==> src/rtl/tick_timer_pkg.sv <==
package tick_timer_pkg;
  localparam int OFF_PSC  = 'h00;
  localparam int OFF_MUX  = 'h04;
  localparam int OFF_CTL  = 'h08;
  localparam int OFF_CBUF = 'h0C;
  localparam int OFF_MBUF = 'h10;
  localparam int OFF_OBS  = 'h14;
  localparam int OFF_PEND = 'h18;
  localparam int CTL_START  = 20;
  localparam int CTL_MANUAL = 21;
  localparam int CTL_AUTO   = 22;
  typedef enum logic {SRC_DIV2 = 1'b0, SRC_EXT = 1'b1} tick_src_e;
endpackage

==> src/rtl/tick_extsync.sv <==
module tick_extsync #(
  parameter int STAGES = 2
) (
  input  logic clk,
  input  logic rst,
  input  logic din,
  output logic rise
);
  logic [STAGES-1:0] sync_q;
  logic              last_q;

  always_ff @(posedge clk) begin
    if (rst) begin
      sync_q <= '0;
      last_q <= 1'b0;
    end else begin
      sync_q <= {sync_q[STAGES-2:0], din};
      last_q <= sync_q[STAGES-1];
    end
  end

  assign rise = sync_q[STAGES-1] & ~last_q;
endmodule

==> src/rtl/tick_prescale.sv <==
module tick_prescale
  import tick_timer_pkg::*;
#(
  parameter int PSC_W = 8
) (
  input  logic             clk,
  input  logic             rst,
  input  logic             run,
  input  logic [PSC_W-1:0] psc,
  input  tick_src_e        src,
  input  logic             ext_rise,
  output logic             tick
);
  logic [PSC_W-1:0] pcnt_q;
  logic             half_q;
  logic             pre_stb;

  assign pre_stb = run && (pcnt_q == psc);

  always_ff @(posedge clk) begin
    if (rst || !run) begin
      pcnt_q <= '0;
      half_q <= 1'b0;
    end else if (pre_stb) begin
      pcnt_q <= '0;
      half_q <= ~half_q;
    end else begin
      pcnt_q <= pcnt_q + 1'b1;
    end
  end

  always_comb begin
    if (src == SRC_EXT) tick = run && ext_rise;
    else                tick = pre_stb && half_q;
  end
endmodule

==> src/rtl/tick_downcount.sv <==
module tick_downcount #(
  parameter int CNT_W = 16
) (
  input  logic             clk,
  input  logic             rst,
  input  logic             tick,
  input  logic             load,
  input  logic             auto_rl,
  input  logic [CNT_W-1:0] cbuf,
  input  logic [CNT_W-1:0] mbuf,
  output logic [CNT_W-1:0] cnt,
  output logic [CNT_W-1:0] cmp,
  output logic             wrap
);
  logic expired_q;

  assign wrap = tick && !load && !expired_q && (cnt == '0);

  always_ff @(posedge clk) begin
    if (rst) begin
      cnt       <= '0;
      cmp       <= '0;
      expired_q <= 1'b0;
    end else if (load) begin
      cnt       <= cbuf;
      cmp       <= mbuf;
      expired_q <= 1'b0;
    end else if (wrap) begin
      if (auto_rl) cnt <= cbuf;
      else         expired_q <= 1'b1;
    end else if (tick && !expired_q) begin
      cnt <= cnt - 1'b1;
    end
  end
endmodule

==> src/rtl/tick_timer.sv <==
module tick_timer
  import tick_timer_pkg::*;
#(
  parameter int CNT_W  = 16,
  parameter int PSC_W  = 8,
  parameter int ADDR_W = 5,
  parameter int DATA_W = 32,
  parameter int SYNC_N = 2
) (
  input  logic              clk,
  input  logic              rst,
  input  logic              ext_tick,
  input  logic              bus_sel,
  input  logic              bus_wr,
  input  logic              bus_rd,
  input  logic [ADDR_W-1:0] bus_addr,
  input  logic [DATA_W-1:0] bus_wdata,
  output logic [DATA_W-1:0] bus_rdata,
  output logic              irq,
  output logic              cmp_hit
);
  localparam logic [ADDR_W-1:0] A_PSC  = ADDR_W'(OFF_PSC);
  localparam logic [ADDR_W-1:0] A_MUX  = ADDR_W'(OFF_MUX);
  localparam logic [ADDR_W-1:0] A_CTL  = ADDR_W'(OFF_CTL);
  localparam logic [ADDR_W-1:0] A_CBUF = ADDR_W'(OFF_CBUF);
  localparam logic [ADDR_W-1:0] A_MBUF = ADDR_W'(OFF_MBUF);
  localparam logic [ADDR_W-1:0] A_OBS  = ADDR_W'(OFF_OBS);
  localparam logic [ADDR_W-1:0] A_PEND = ADDR_W'(OFF_PEND);

  logic [PSC_W-1:0] psc_q;
  tick_src_e        src_q;
  logic             start_q, manual_q, auto_q;
  logic [CNT_W-1:0] cbuf_q, mbuf_q;
  logic [CNT_W-1:0] cnt_live, cmp_live;
  logic             pend_q, wrap, tick, ext_rise;
  logic             wr_en, pend_clr;

  assign wr_en    = bus_sel && bus_wr;
  assign pend_clr = wr_en && (bus_addr == A_PEND) && bus_wdata[0];

  always_ff @(posedge clk) begin
    if (rst) begin
      psc_q    <= '0;
      src_q    <= SRC_DIV2;
      start_q  <= 1'b0;
      manual_q <= 1'b0;
      auto_q   <= 1'b0;
      cbuf_q   <= '0;
      mbuf_q   <= '0;
    end else if (wr_en) begin
      case (bus_addr)
        A_PSC:  psc_q  <= bus_wdata[PSC_W-1:0];
        A_MUX:  src_q  <= tick_src_e'(bus_wdata[0]);
        A_CTL: begin
          start_q  <= bus_wdata[CTL_START];
          manual_q <= bus_wdata[CTL_MANUAL];
          auto_q   <= bus_wdata[CTL_AUTO];
        end
        A_CBUF: cbuf_q <= bus_wdata[CNT_W-1:0];
        A_MBUF: mbuf_q <= bus_wdata[CNT_W-1:0];
        default: ;
      endcase
    end
  end

  tick_extsync #(.STAGES(SYNC_N)) u_sync (
    .clk(clk), .rst(rst), .din(ext_tick), .rise(ext_rise)
  );

  tick_prescale #(.PSC_W(PSC_W)) u_psc (
    .clk(clk), .rst(rst), .run(start_q), .psc(psc_q), .src(src_q),
    .ext_rise(ext_rise), .tick(tick)
  );

  tick_downcount #(.CNT_W(CNT_W)) u_cnt (
    .clk(clk), .rst(rst), .tick(tick), .load(manual_q), .auto_rl(auto_q),
    .cbuf(cbuf_q), .mbuf(mbuf_q), .cnt(cnt_live), .cmp(cmp_live), .wrap(wrap)
  );

  always_ff @(posedge clk) begin
    if (rst) begin
      pend_q  <= 1'b0;
      cmp_hit <= 1'b0;
    end else begin
      if (wrap)          pend_q <= 1'b1;
      else if (pend_clr) pend_q <= 1'b0;
      cmp_hit <= start_q && (cnt_live == cmp_live);
    end
  end

  assign irq = pend_q;

  always_ff @(posedge clk) begin
    if (rst) begin
      bus_rdata <= '0;
    end else if (bus_sel && bus_rd) begin
      bus_rdata <= '0;
      case (bus_addr)
        A_PSC:  bus_rdata[PSC_W-1:0] <= psc_q;
        A_MUX:  bus_rdata[0] <= src_q;
        A_CTL: begin
          bus_rdata[CTL_START]  <= start_q;
          bus_rdata[CTL_MANUAL] <= manual_q;
          bus_rdata[CTL_AUTO]   <= auto_q;
        end
        A_CBUF: bus_rdata[CNT_W-1:0] <= cbuf_q;
        A_MBUF: bus_rdata[CNT_W-1:0] <= mbuf_q;
        A_OBS:  bus_rdata[CNT_W-1:0] <= cnt_live;
        A_PEND: bus_rdata[0] <= pend_q;
        default: ;
      endcase
    end
  end
endmodule

==> config.mk <==
export PLATFORM = sky130hd
export DESIGN_NAME = tick_timer
export DESIGN_NICKNAME = d
export VERILOG_FILES = /design/src/rtl/tick_timer_pkg.sv /design/src/rtl/tick_extsync.sv /design/src/rtl/tick_prescale.sv /design/src/rtl/tick_downcount.sv /design/src/rtl/tick_timer.sv
export SDC_FILE = /design/constraint.sdc
export NUM_CORES = 1
export LEC_CHECK = 0
export BUFFER_PORTS_ARGS = -buffer_cell sky130_fd_sc_hd__buf_2
export CORE_MARGIN = 4
export CORE_UTILIZATION = 50
export CTS_BUF_LIST = sky130_fd_sc_hd__clkbuf_4 sky130_fd_sc_hd__clkbuf_8
export DETAILED_ROUTE_END_ITERATION = 7
export GPL_TIMING_DRIVEN = 1
export PLACE_DENSITY = 0.77
export SYNTH_ARGS = -nofsm -noshare
export SYNTH_HDL_FRONTEND = slang
export SYNTH_SLANG_ARGS = --single-unit
export TNS_END_PERCENT = 1
==> constraint.sdc <==
create_clock -name clk -period 3.1 [get_ports clk]
set_input_delay 0.155 -clock clk [delete_from_list [all_inputs] [get_ports clk]]
set_output_delay 0.155 -clock clk [all_outputs]
set_load 0.01 [all_outputs]
==> results_dict.tcl <==
set metrics [dict create \
    crit_end "u_cnt.cnt[15]" \
    crit_type "reg -> reg" \
    crit_required_ps 3350 \
    critPathCaptureType "flop" \
    startpoint "u_cnt.cnt[1]" \
    cts.clk_slew.worst_paths_ps 110 \
    core_mm2 0.0103 \
    synth_most_common_cell "dfxtp_1" \
    place_congestion 0.892 \
    num_antenna_cells 0 \
    synth_edf_count 0 \
    dp_hpwl_um 9940 \
    synthCells 611 \
    port_buffers 50 \
    synth_adder_area_share 0.00706 \
    multiInputGateArea_mm2 0.00286 \
    postCtsSetupRepairBufs 0 \
    syn2layout_area_growth_pct 10.4 \
    synth_mux_area_frac 0.111 \
    layout.nets 695 \
    initial_utilization 0.515 \
    clock_path_buffers 2 \
    ant_nets 0 \
    cts_tree "yes" \
    synth_area_leaders "dfxtp_1 41%, mux2i_1 7.9%, nand2_1 5.4%, nor2_1 5.0%, a21oi_1 4.1%" \
    hold_buffers 2 \
    crit_fanout 16 \
    post-route-util 0.569 \
    synthArstFlopShare 0 \
    grt_max_degree 92 \
    relSlewSlack 0.347 \
    nFillCells 910 \
    fmax_mhz 405 \
    synth_top_area_share 0.414 \
    grt_util_all_layers 0.226 \
    reg2reg_to "u_cnt.cnt[15]" \
    finalMaxSlewViolations 0 \
    vias_per_cell 5.97 \
    synth_seq_cells 110 \
    tightest_slew_ps 971 \
    hp-class "in -> reg" \
    p_leak_nw 2.55 \
    setup_viol 0 \
    ys.flop_type "dfxtp_1" \
    period_share 0.797 \
    root_buffer "clkbuf_8" \
    io_pins 77 \
    grt_pass1_vias 4437 \
    numCtsBuffers 9 \
    antenna_found_initial 0 \
    final.setup.tns_ps 0 \
    ir_drop_mv 0.246 \
    start_kind "flop" \
    yosys.area_share.simple 0.211 \
    synth_common_cells "110 x dfxtp_1, 77 x nand2_1, 71 x nor2_1" \
    synth_area_mm2 0.00532 \
    ys_types 60 \
    vias 4719 \
    rsz0062_at_grt "false" \
    drt_iter0_drc 336 \
    cts_resized 0 \
    synthXorXnorAreaFrac 0.0510 \
    synth_top_area_cell "dfxtp_1" \
    die_width_um 111 \
    fin_skew_ps 8.28 \
    synth_top_family_by_area "simple AND/OR/NAND/NOR gates" \
    h-tree-depth 3 \
    overflow 0 \
    dr.pass1.iters 7 \
    rows 37 \
    hold_viol_final 0 \
    avgSynthCellArea_um2 8.71 \
    powerDensity_mw_per_mm2 429 \
    grt_pass1_wl_um 22800 \
    dieArea_mm2 0.0124 \
    worstPathArrival_ps 2720 \
    ys_seq_area_frac 0.414 \
    status "completed" \
    r2r-start "u_cnt.cnt[1]" \
    post-route-drc-count 0 \
    worst-r2r-setup-slack_ps 630 \
    r2r_cells 9 \
    cap_violations 0 \
    synth_compound_area_frac 0.148 \
    synth-warning-count 0 \
    routed_wl_um 14100 \
    clock_sinks 110 \
    die_y_um 111 \
    wl_per_cell_um 17.9 \
    period_needed_ps 2470 \
    drive_gt1_frac 0.173 \
    ff_latch_area_mm2 0.00220 \
    clk-insertion-delay-late_ps 380 \
]
[where the power goes]
part	internal (mW)	leakage, nW	switching, mW
sequential	1.42	0.888	0.00646
clock	0.459	0.111	0.502
combinational	0.0421	1.55	0.0864
[critical path, cell delays in order, from the launching register on]
cell and delay, ps:
dfxtp_1 390, inv_1 140, ha_1 160, or4b_4 470, nor4_4 230, buf_4 200, or2_2 170, o21ai_4 190
mux2i_1 230, o221ai_1 140
[placed cells by master, fill, tap and decap left out, drive strengths merged, types with 4 or more instances in the layout]
cell and count:
xor2 21, a222oi 7, or2 4, dfxtp 110
nor3 21, a21oi 44, o32ai 4, a211oi 4
nor4 8, nand4 6, nor2b 7, inv 14
xnor2 10, a22oi 4, o21a 4, mux2i 42
conb 13, a2bb2oi 7, or4 5, o21ai 14
nand3 10, mux2 15, clkbuf 9, a221oi 8
or3 4, buf 63, nand2 77, and3 8
nor2 71
[final cells by class]
cell class              instances  area share
inverters                      13     0.00831
multi-input cells             450       0.487
flip-flops and latches        110       0.375
clock buffers                   9      0.0211
repair buffers                 65      0.0626
well taps                     136      0.0290
clock inverters                 7      0.0166
[state kept, by name, indices dropped and copies added (netlist names)]
| register | count |
|---|---|
| u_cnt.expired_q | 1 |
| u_sync.sync_q | 2 |
| start_q | 1 |
| mbuf_q | 16 |
| u_psc.half_q | 1 |
| u_sync.last_q | 1 |
| u_cnt.cnt | 16 |
| psc_q | 8 |
| u_cnt.cmp | 16 |
| cmp_hit | 1 |
| u_psc.pcnt_q | 8 |
| src_q | 1 |
| bus_rdata | 19 |
| irq | 1 |
| manual_q | 1 |
| cbuf_q | 16 |
| auto_q | 1 |
[worst min-delay path by stage]
stage	start	endpoint	slack, ps	cells past startpoint
floorplan	ext_tick	u_sync.sync_q[0]	280	1
global placement	ext_tick	u_sync.sync_q[0]	370	2
detailed placement	ext_tick	u_sync.sync_q[0]	370	2
CTS	bus_wdata[9]	cbuf_q[9]	8	3
global route	bus_wdata[14]	cbuf_q[14]	20	3
finish	bus_wdata[21]	manual_q	7	3
[metal layers]
| metal | global-route usage | wire [um] | vias up |
|---|---|---|---|
| met5 | 0 | 0 | - |
| met4 | 0.106 | 478 | 0 |
| met3 | 0.0360 | 1170 | 36 |
| met2 | 0.363 | 6630 | 220 |
| met1 | 0.296 | 5870 | 2250 |
| li1 | - | - | 2213 |
[cell families after synthesis]
family	Yosys count
XOR/XNOR	31
AO/OA/AOI/OAI	113
buffers and inverters	63
adder cells (fa/ha/maj)	3
other	1
AND/OR/NAND/NOR	233
multiplexers	57
flip-flops	110
[per-stage QoR]
stage               area [um2]  setup WS [ps]  cells  hold WS, ps  total power, mW
finish                    5870            631    790         6.69             2.52
global route              5870            498    790         22.1             2.60
CTS                       5870            652    790         8.25             2.53
detailed placement        5630            665    772          368             1.59
global placement          5630            754    772          372             1.58
floorplan                 5370            869    623          283             1.55
Note: power is estimated with default switching activity, not from simulation.
